### src/rtl/ftg_pkg.sv
package ftg_pkg;

    typedef enum logic {
        ST_IDLE = 1'b0,
        ST_RUN  = 1'b1
    } run_st_e;

    typedef struct packed {
        run_st_e st;
        logic    erase;
        logic    tgl;
        logic    dq6;
    } core_regs_t;

endpackage

### src/rtl/ftg_strobe_edge.sv
module ftg_strobe_edge (
    input  logic clk,
    input  logic rst_n,
    input  logic strobe,
    output logic rise
);
    logic prev_d;
    logic prev_q;

    always_comb begin
        prev_d = strobe;
        rise   = strobe & ~prev_q;
    end

    always_ff @(posedge clk or negedge rst_n) begin
        if (!rst_n) prev_q <= 1'b0;
        else        prev_q <= prev_d;
    end
endmodule

### src/rtl/ftg_prot_timer.sv
module ftg_prot_timer #(
    parameter int PROG_CYC  = 250,
    parameter int ERASE_CYC = 12500,
    parameter int CNT_W     = 14
) (
    input  logic clk,
    input  logic rst_n,
    input  logic load,
    input  logic load_erase,
    input  logic load_prot,
    input  logic hold,
    output logic expire
);
    typedef struct packed {
        logic             armed;
        logic [CNT_W-1:0] cnt;
    } tmr_regs_t;

    tmr_regs_t tmr_d;
    tmr_regs_t tmr_q;

    always_comb begin
        tmr_d  = tmr_q;
        expire = 1'b0;
        if (load) begin
            tmr_d.armed = load_prot;
            tmr_d.cnt   = load_erase ? CNT_W'(ERASE_CYC - 1) : CNT_W'(PROG_CYC - 1);
        end else if (tmr_q.armed && !hold) begin
            if (tmr_q.cnt == '0) begin
                expire      = 1'b1;
                tmr_d.armed = 1'b0;
            end else begin
                tmr_d.cnt = tmr_q.cnt - 1'b1;
            end
        end
    end

    always_ff @(posedge clk or negedge rst_n) begin
        if (!rst_n) tmr_q <= '0;
        else        tmr_q <= tmr_d;
    end
endmodule

### src/rtl/ftg_status_core.sv
module ftg_status_core
    import ftg_pkg::*;
(
    input  logic clk,
    input  logic rst_n,
    input  logic op_start,
    input  logic op_erase,
    input  logic algo_done,
    input  logic tmr_expire,
    input  logic erase_suspend,
    input  logic rd_rise,
    input  logic sector_hit,
    input  logic array_bit6,
    output logic susp_active,
    output logic dq6,
    output logic ready
);
    core_regs_t r_d;
    core_regs_t r_q;

    always_comb begin
        r_d         = r_q;
        susp_active = (r_q.st == ST_RUN) && r_q.erase && erase_suspend;

        // value returned for a new access
        if (rd_rise) begin
            if (r_q.st == ST_IDLE) begin
                r_d.dq6 = array_bit6;
            end else if (susp_active) begin
                r_d.dq6 = sector_hit ? 1'b1 : array_bit6;
            end else begin
                r_d.dq6 = r_q.tgl;
                r_d.tgl = ~r_q.tgl;
            end
        end

        // operation sequencing; a new start wins over everything
        if (op_start) begin
            r_d.st    = ST_RUN;
            r_d.erase = op_erase;
            r_d.tgl   = 1'b0;
        end else if ((r_q.st == ST_RUN) && (algo_done || tmr_expire)) begin
            r_d.st = ST_IDLE;
        end
    end

    always_ff @(posedge clk or negedge rst_n) begin
        if (!rst_n) r_q <= '{st: ST_IDLE, erase: 1'b0, tgl: 1'b0, dq6: 1'b0};
        else        r_q <= r_d;
    end

    assign dq6   = r_q.dq6;
    assign ready = (r_q.st == ST_IDLE);
endmodule

### src/rtl/flash_toggle_status.sv
module flash_toggle_status #(
    parameter int CLK_HZ        = 125_000_000,
    parameter int PROG_PROT_US  = 2,
    parameter int ERASE_PROT_US = 100
) (
    input  logic clk,
    input  logic rst_n,
    input  logic op_start,
    input  logic op_erase,
    input  logic targets_prot,
    input  logic algo_done,
    input  logic erase_suspend,
    input  logic rd_strobe,
    input  logic sector_hit,
    input  logic array_bit6,
    output logic dq6,
    output logic ready
);
    localparam int CYC_PER_US = CLK_HZ / 1_000_000;
    localparam int PROG_CYC   = CYC_PER_US * PROG_PROT_US;
    localparam int ERASE_CYC  = CYC_PER_US * ERASE_PROT_US;
    localparam int MAX_CYC    = (ERASE_CYC > PROG_CYC) ? ERASE_CYC : PROG_CYC;
    localparam int CNT_W      = $clog2(MAX_CYC + 1);

    logic rd_rise;
    logic tmr_expire;
    logic susp_active;

    ftg_strobe_edge u_edge (
        .clk    (clk),
        .rst_n  (rst_n),
        .strobe (rd_strobe),
        .rise   (rd_rise)
    );

    ftg_prot_timer #(
        .PROG_CYC  (PROG_CYC),
        .ERASE_CYC (ERASE_CYC),
        .CNT_W     (CNT_W)
    ) u_timer (
        .clk        (clk),
        .rst_n      (rst_n),
        .load       (op_start),
        .load_erase (op_erase),
        .load_prot  (targets_prot),
        .hold       (susp_active),
        .expire     (tmr_expire)
    );

    ftg_status_core u_core (
        .clk           (clk),
        .rst_n         (rst_n),
        .op_start      (op_start),
        .op_erase      (op_erase),
        .algo_done     (algo_done),
        .tmr_expire    (tmr_expire),
        .erase_suspend (erase_suspend),
        .rd_rise       (rd_rise),
        .sector_hit    (sector_hit),
        .array_bit6    (array_bit6),
        .susp_active   (susp_active),
        .dq6           (dq6),
        .ready         (ready)
    );
endmodule

### config.mk
export PLATFORM = sky130hd
export DESIGN_NAME = flash_toggle_status
export DESIGN_NICKNAME = d
export VERILOG_FILES = /design/src/rtl/ftg_pkg.sv /design/src/rtl/ftg_strobe_edge.sv /design/src/rtl/ftg_prot_timer.sv /design/src/rtl/ftg_status_core.sv /design/src/rtl/flash_toggle_status.sv
export SDC_FILE = /design/constraint.sdc
export NUM_CORES = 1
export LEC_CHECK = 0
export BUFFER_PORTS_ARGS = -buffer_cell sky130_fd_sc_hd__buf_4
export CORE_MARGIN = 2
export CORE_UTILIZATION = 40
export CTS_CLUSTER_SIZE = 30
export DETAILED_ROUTE_END_ITERATION = 12
export PLACE_DENSITY = 0.68
export SLEW_MARGIN = 15
export SYNTH_ARGS = -nofsm -noshare
export SYNTH_HDL_FRONTEND = slang
export SYNTH_SLANG_ARGS = --single-unit
### constraint.sdc
create_clock -name clk -period 4.03 [get_ports clk]
set_input_delay 1.209 -clock clk [delete_from_list [all_inputs] [get_ports clk]]
set_output_delay 1.209 -clock clk [all_outputs]
set_load 0.05 [all_outputs]
[Yosys cells after proc, flatten, opt, wreduce, memory -nomap -nowiden]
Cells that the tools add are included.
Cells by class
  multipliers: 0
  add/subtract/negate cells: 1
  order comparisons: 0
  reductions and logical operators: 15
  eq/ne operators: 2
  muxes and demuxes: 17
  shift-type cells: 0
  bitwise logic cells: 4
  div/mod/pow operators: 0
Operators by type and width (count)
  2-to-1 mux 15 bit: 2
  2-to-1 mux 14 bit: 2
  zero test 14 bit: 1
  subtractor 14 x 1 -> 14 bit, second input constant: 1
  2-to-1 mux 1 bit: 12
  nonzero test 2 bit: 5
  logical AND 1 bit: 4
  != test 2 bit, second input constant: 2
  AND reduction 2 bit: 2
  NOT 1 bit: 3
  AND reduction 3 bit: 1
  2-to-1 mux 2 bit: 1
  AND 1 bit: 1
  zero test 1 bit: 1
  logical OR 1 bit: 1
Word-level totals
  memory bits (read-only): 0
  word-level logic and storage cells: 46
  memories: 0
  latch bits: 0
  register bits after elaboration: 20
  memory bits (writable): 0

[Depth between registers and ports, before layout]
  word-level depth: 10
  depth in mapped cells: 7
  depth with buffers taken out: 6

[By module]
Synthesis repeated with hierarchy kept, for this count alone.
Second synthesis, totals
  cell total of the unflattened synthesis: 120
  area total of the unflattened synthesis: 1199.9 sq um
Modules (own cells, without submodules)
  ftg_prot_timer: instances 1, cells an instance 99, area each 969.7 sq um, sequential area each 375.4 sq um
  ftg_status_core: instances 1, cells an instance 19, area each 191.4 sq um, sequential area each 100.1 sq um
  ftg_strobe_edge: instances 1, cells an instance 2, area each 38.8 sq um, sequential area each 25.0 sq um

[Least setup slack after synthesis]
OpenSTA, ideal clock, no wires.
  path type: input port to flip-flop
  start point: input port erase_suspend
  end point: register u_timer.tmr_q[8] (netlist bit)
  stages on the path: 4
  setup slack: 1.726 ns
  arrival time: 2.226 ns
  cell sequence: nand3_1 -> nand3_1 -> or4_2 -> a21oi_1
On the way
  longest elaborated chain between the ends: 5
RTL lines
  start, declared: RTL line flash_toggle_status.sv:12  | input logic erase_suspend,
  logical AND 1 bit: RTL line ftg_status_core.sv:23  | susp_active = (r_q.st == ST_RUN) && r_q.erase && erase_suspend;
  zero test 1 bit: RTL line ftg_prot_timer.sv:28  | end else if (tmr_q.armed && !hold) begin
  logical AND 1 bit: RTL line ftg_prot_timer.sv:28
  nonzero test 2 bit (no source line)
  AND reduction 2 bit (no source line)
  end signal, assigned: RTL line ftg_prot_timer.sv:40  | else tmr_q <= tmr_d;
  end, declared: RTL line ftg_prot_timer.sv:20  | tmr_regs_t tmr_q;
Every way passes these cells.
A chain may end at the register's enable or synchronous reset.

[Worst setup path in the final report]
Same ends and word-level chain as after synthesis.

==> flow_metrics.py <==
metrics = {
    "yosys": {
        "async_reset_ff_share_pct": 100,
        "yosysMostFrequentCell": "dfrtp_1",
        "synth_area_um2": 1130,
        "synth.area.top_cells": "dfrtp_1 44%, a21oi_1 3.6%, o21ai_0 3.1%",
        "synth_top_cells_by_count": "20 x dfrtp_1, 8 x a21oi_1, 8 x inv_1, 8 x nor2_1, 7 x o21ai_0",
        "synth_top_area_share_pct": 44.4,
        "synth_cell_types": 37,
        "ys_seq_elements": 20,
        "netlist.top_cell.by_area": "dfrtp_1",
        "synth_cells": 120,
        "ys_seq_area_share_pct": 44.4,
        "synth.avg_cell_area_um2": 9.38,
        "yosys_warnings": 0,
        "ys.flop_type": "dfrtp_1",
        "synth_edf_count": 0,
        "syn_nets": 131,
    },
    "global_route": {
        "grt_pass1_wl_mm": 4.24,
        "globalRouteOverflowTotal": 0,
        "antenna_found_initial": 0,
        "gr-usage-all-layers_pct": 16.5,
        "grt_pass1_vias": 930,
        "grt_start_max_net_pins": 21,
    },
    "critical_path": {
        "crit_top_cell": "nand3_1",
        "worstPathArrival_ns": 2.50,
        "worstPathRequired_ns": 4.25,
        "worst_setup_path_end_kind": "flop",
        "worst_setup_path_start_kind": "primary input",
        "max_stage_delay_ns": 0.60,
        "cp_slowest_cell": "or4_2",
        "cp_cell_sequence": "buf_4, nand3_1, nand3_1, or4_2, a21oi_1",
        "crit_type": "primary input to flop",
        "crit_fanout": 8,
    },
    "die": {
        "start_util_pct": 41.6,
        "dieArea_um2": 3260,
        "io_pins": 12,
        "die_w_um": 57.1,
        "rows": 19,
        "fp.dieH_um": 57.1,
        "core_area_um2": 2710,
    },
    "sta": {
        "setup_viol": 0,
        "worst_slew_pin_slew_ns": 0.475,
        "timing.slew.headroom_pct": 68.0,
        "grt_setup_unrepaired": "false",
        "skew_ns": 0.00411,
        "finalCritPeriodShare_pct": 56.4,
        "fin_crit_ns": 2.27,
        "final.setup.tns_ns": 0,
        "fmax_ghz": 0.440,
        "hold_viol": 0,
        "timing.final.ws_setup_ns": 1.76,
        "drv_slew": 0,
    },
    "detailed_routing": {
        "wl_per_cell_um": 14.2,
        "dr_total_vias": 973,
        "drc": 0,
        "antenna_left": 0,
        "dr.pass1.iters": 4,
        "drt-vias-per-instance": 6.04,
        "wirelength_mm": 2.29,
        "drt_iter0_drc": 16,
    },
    "power": {
        "power.leakage_nw": 0.500,
        "ir_worst_vdd_mv": 0.195,
        "p_per_area_nw_per_um2": 305,
    },
    "final_layout": {
        "design_area_um2": 1230,
        "antenna_cells": 0,
        "area_growth_pct": 9.67,
        "drive_gt1_share_pct": 18.5,
        "nets": 143,
    },
    "cts": {
        "cts_setup_buffers": 0,
        "clkTransAtPathRegs_ns": 0.10,
        "cts_buffer_depth": 2,
        "htreeDepth": 1,
        "clock_sinks": 20,
        "root_buffer": "clkbuf_4",
        "cts_resized": 0,
        "holdBufCountCts": 0,
        "cts_buffers": 3,
        "worstSkewPairLatency_ns": 0.29,
        "cts_tree": "yes",
    },
    "hold_path": {
        "hold_path_class": "flop to flop",
    },
    "placed_design": {
        "port_buffers": 11,
        "dp_hpwl_mm": 1.67,
        "finalWeightedCongestion": 0.855,
        "placed_area_um2": 1210,
        "preCtsSetupSlack_ns": 1.46,
    },
    "run": {
        "drv_cap": 0,
    },
    "run_status": {
        "status": "finished clean",
    },
}
[cell type report]
cell class                 instances  area (um2)
clock buffer                       3        22.5
timing repair buffer              11        82.6
multi-input combinational         88         561
tap                               31        38.8
fill                             277        1480
sequential                        20         500
inverter                           8        30.0
[critical path, delay by kind of cell]
kind                   cells  cell delay (ns)
AND/OR/NAND/NOR            3             1.02
buffers and inverters      1             0.11
AO/OA/AOI/OAI              1             0.15
[metal layers]
layer | vias up | global-route usage (%) | part of all wire, %
met4 | 0 | 2.99 | 0.92
met1 | 467 | 22.6 | 48
met5 | - | 0 | 0
met2 | 22 | 26.6 | 47
met3 | 2 | 4.76 | 4.8
li1 | 482 | - | -
[stage by stage]
step           power, mW  hold WS, ns  utilization [%]  std cells
2_1_floorplan      0.269        0.470                -        120
3_3_place_gp       0.288        0.482             44.7        158
3_5_place_dp       0.290        0.516             44.7        158
4_1_cts            0.381        0.535             45.6        161
5_1_grt            0.401        0.578             45.6        161
6_report           0.377        0.533             45.6        161
[flip-flops by register name, indices dropped and copies added, names as in the netlist]
signal and count:
u_core.dq6 1, u_core.r_q 3, u_timer.tmr_q 15, u_edge.prev_q 1
[cell families (layout without fill, tap and decap cells)]
| family | after synthesis | in the layout | synth area share (%) |
|---|---|---|---|
| compound gates | 30 | 30 | 17.3 |
| fa+ha+maj | 1 | 1 | 1.11 |
| mux | 1 | 1 | 1.00 |
| buf+inv | 12 | 22 | 5.78 |
| flops | 20 | 20 | 44.4 |
| xor+xnor | 1 | 1 | 0.778 |
| simple gates | 55 | 55 | 29.6 |
[where the power goes]
group / total [mW] / switching, mW / internal [mW]
Clock: 0.0903 / 0.0556 / 0.0348
Sequential: 0.226 / 0.0132 / 0.212
Combinational: 0.0610 / 0.0358 / 0.0253
Total: 0.377 / 0.105 / 0.272
[path summary, 6_finish.rpt]
kind,cells past startpoint,from,slack (ns),to
max in group asynchronous,1,rst_n,3.05,u_timer.tmr_q[12]
worst min-delay path,2,u_core.r_q[1],0.53,u_core.dq6
worst max register to register,6,u_timer.tmr_q[0],1.99,u_timer.tmr_q[3]
min in group asynchronous,1,rst_n,0.77,u_timer.tmr_q[7]
worst max-delay path,5,erase_suspend,1.76,u_timer.tmr_q[8]
worst min register to register,2,u_core.r_q[1],0.53,u_core.dq6
[cells in the final DEF (no fill, tap or decap), types with 2 or more instances in the layout]
cell and instances:
dfrtp_1 20, buf_4 11, inv_1 8, nor2_1 8
a21oi_1 8, o21ai_0 7, nand3_1 6, nor4_1 5
nor3_1 5, nand4_1 5, or4_1 4, o31ai_1 4
and3_1 3, o31a_1 3, a31o_2 3, clkbuf_4 3
and2_1 2, or3_1 2, nand2b_1 2, nor3b_1 2
a31oi_1 2, nand2_1 2
No activity file was read; power rests on OpenSTA's default activity.
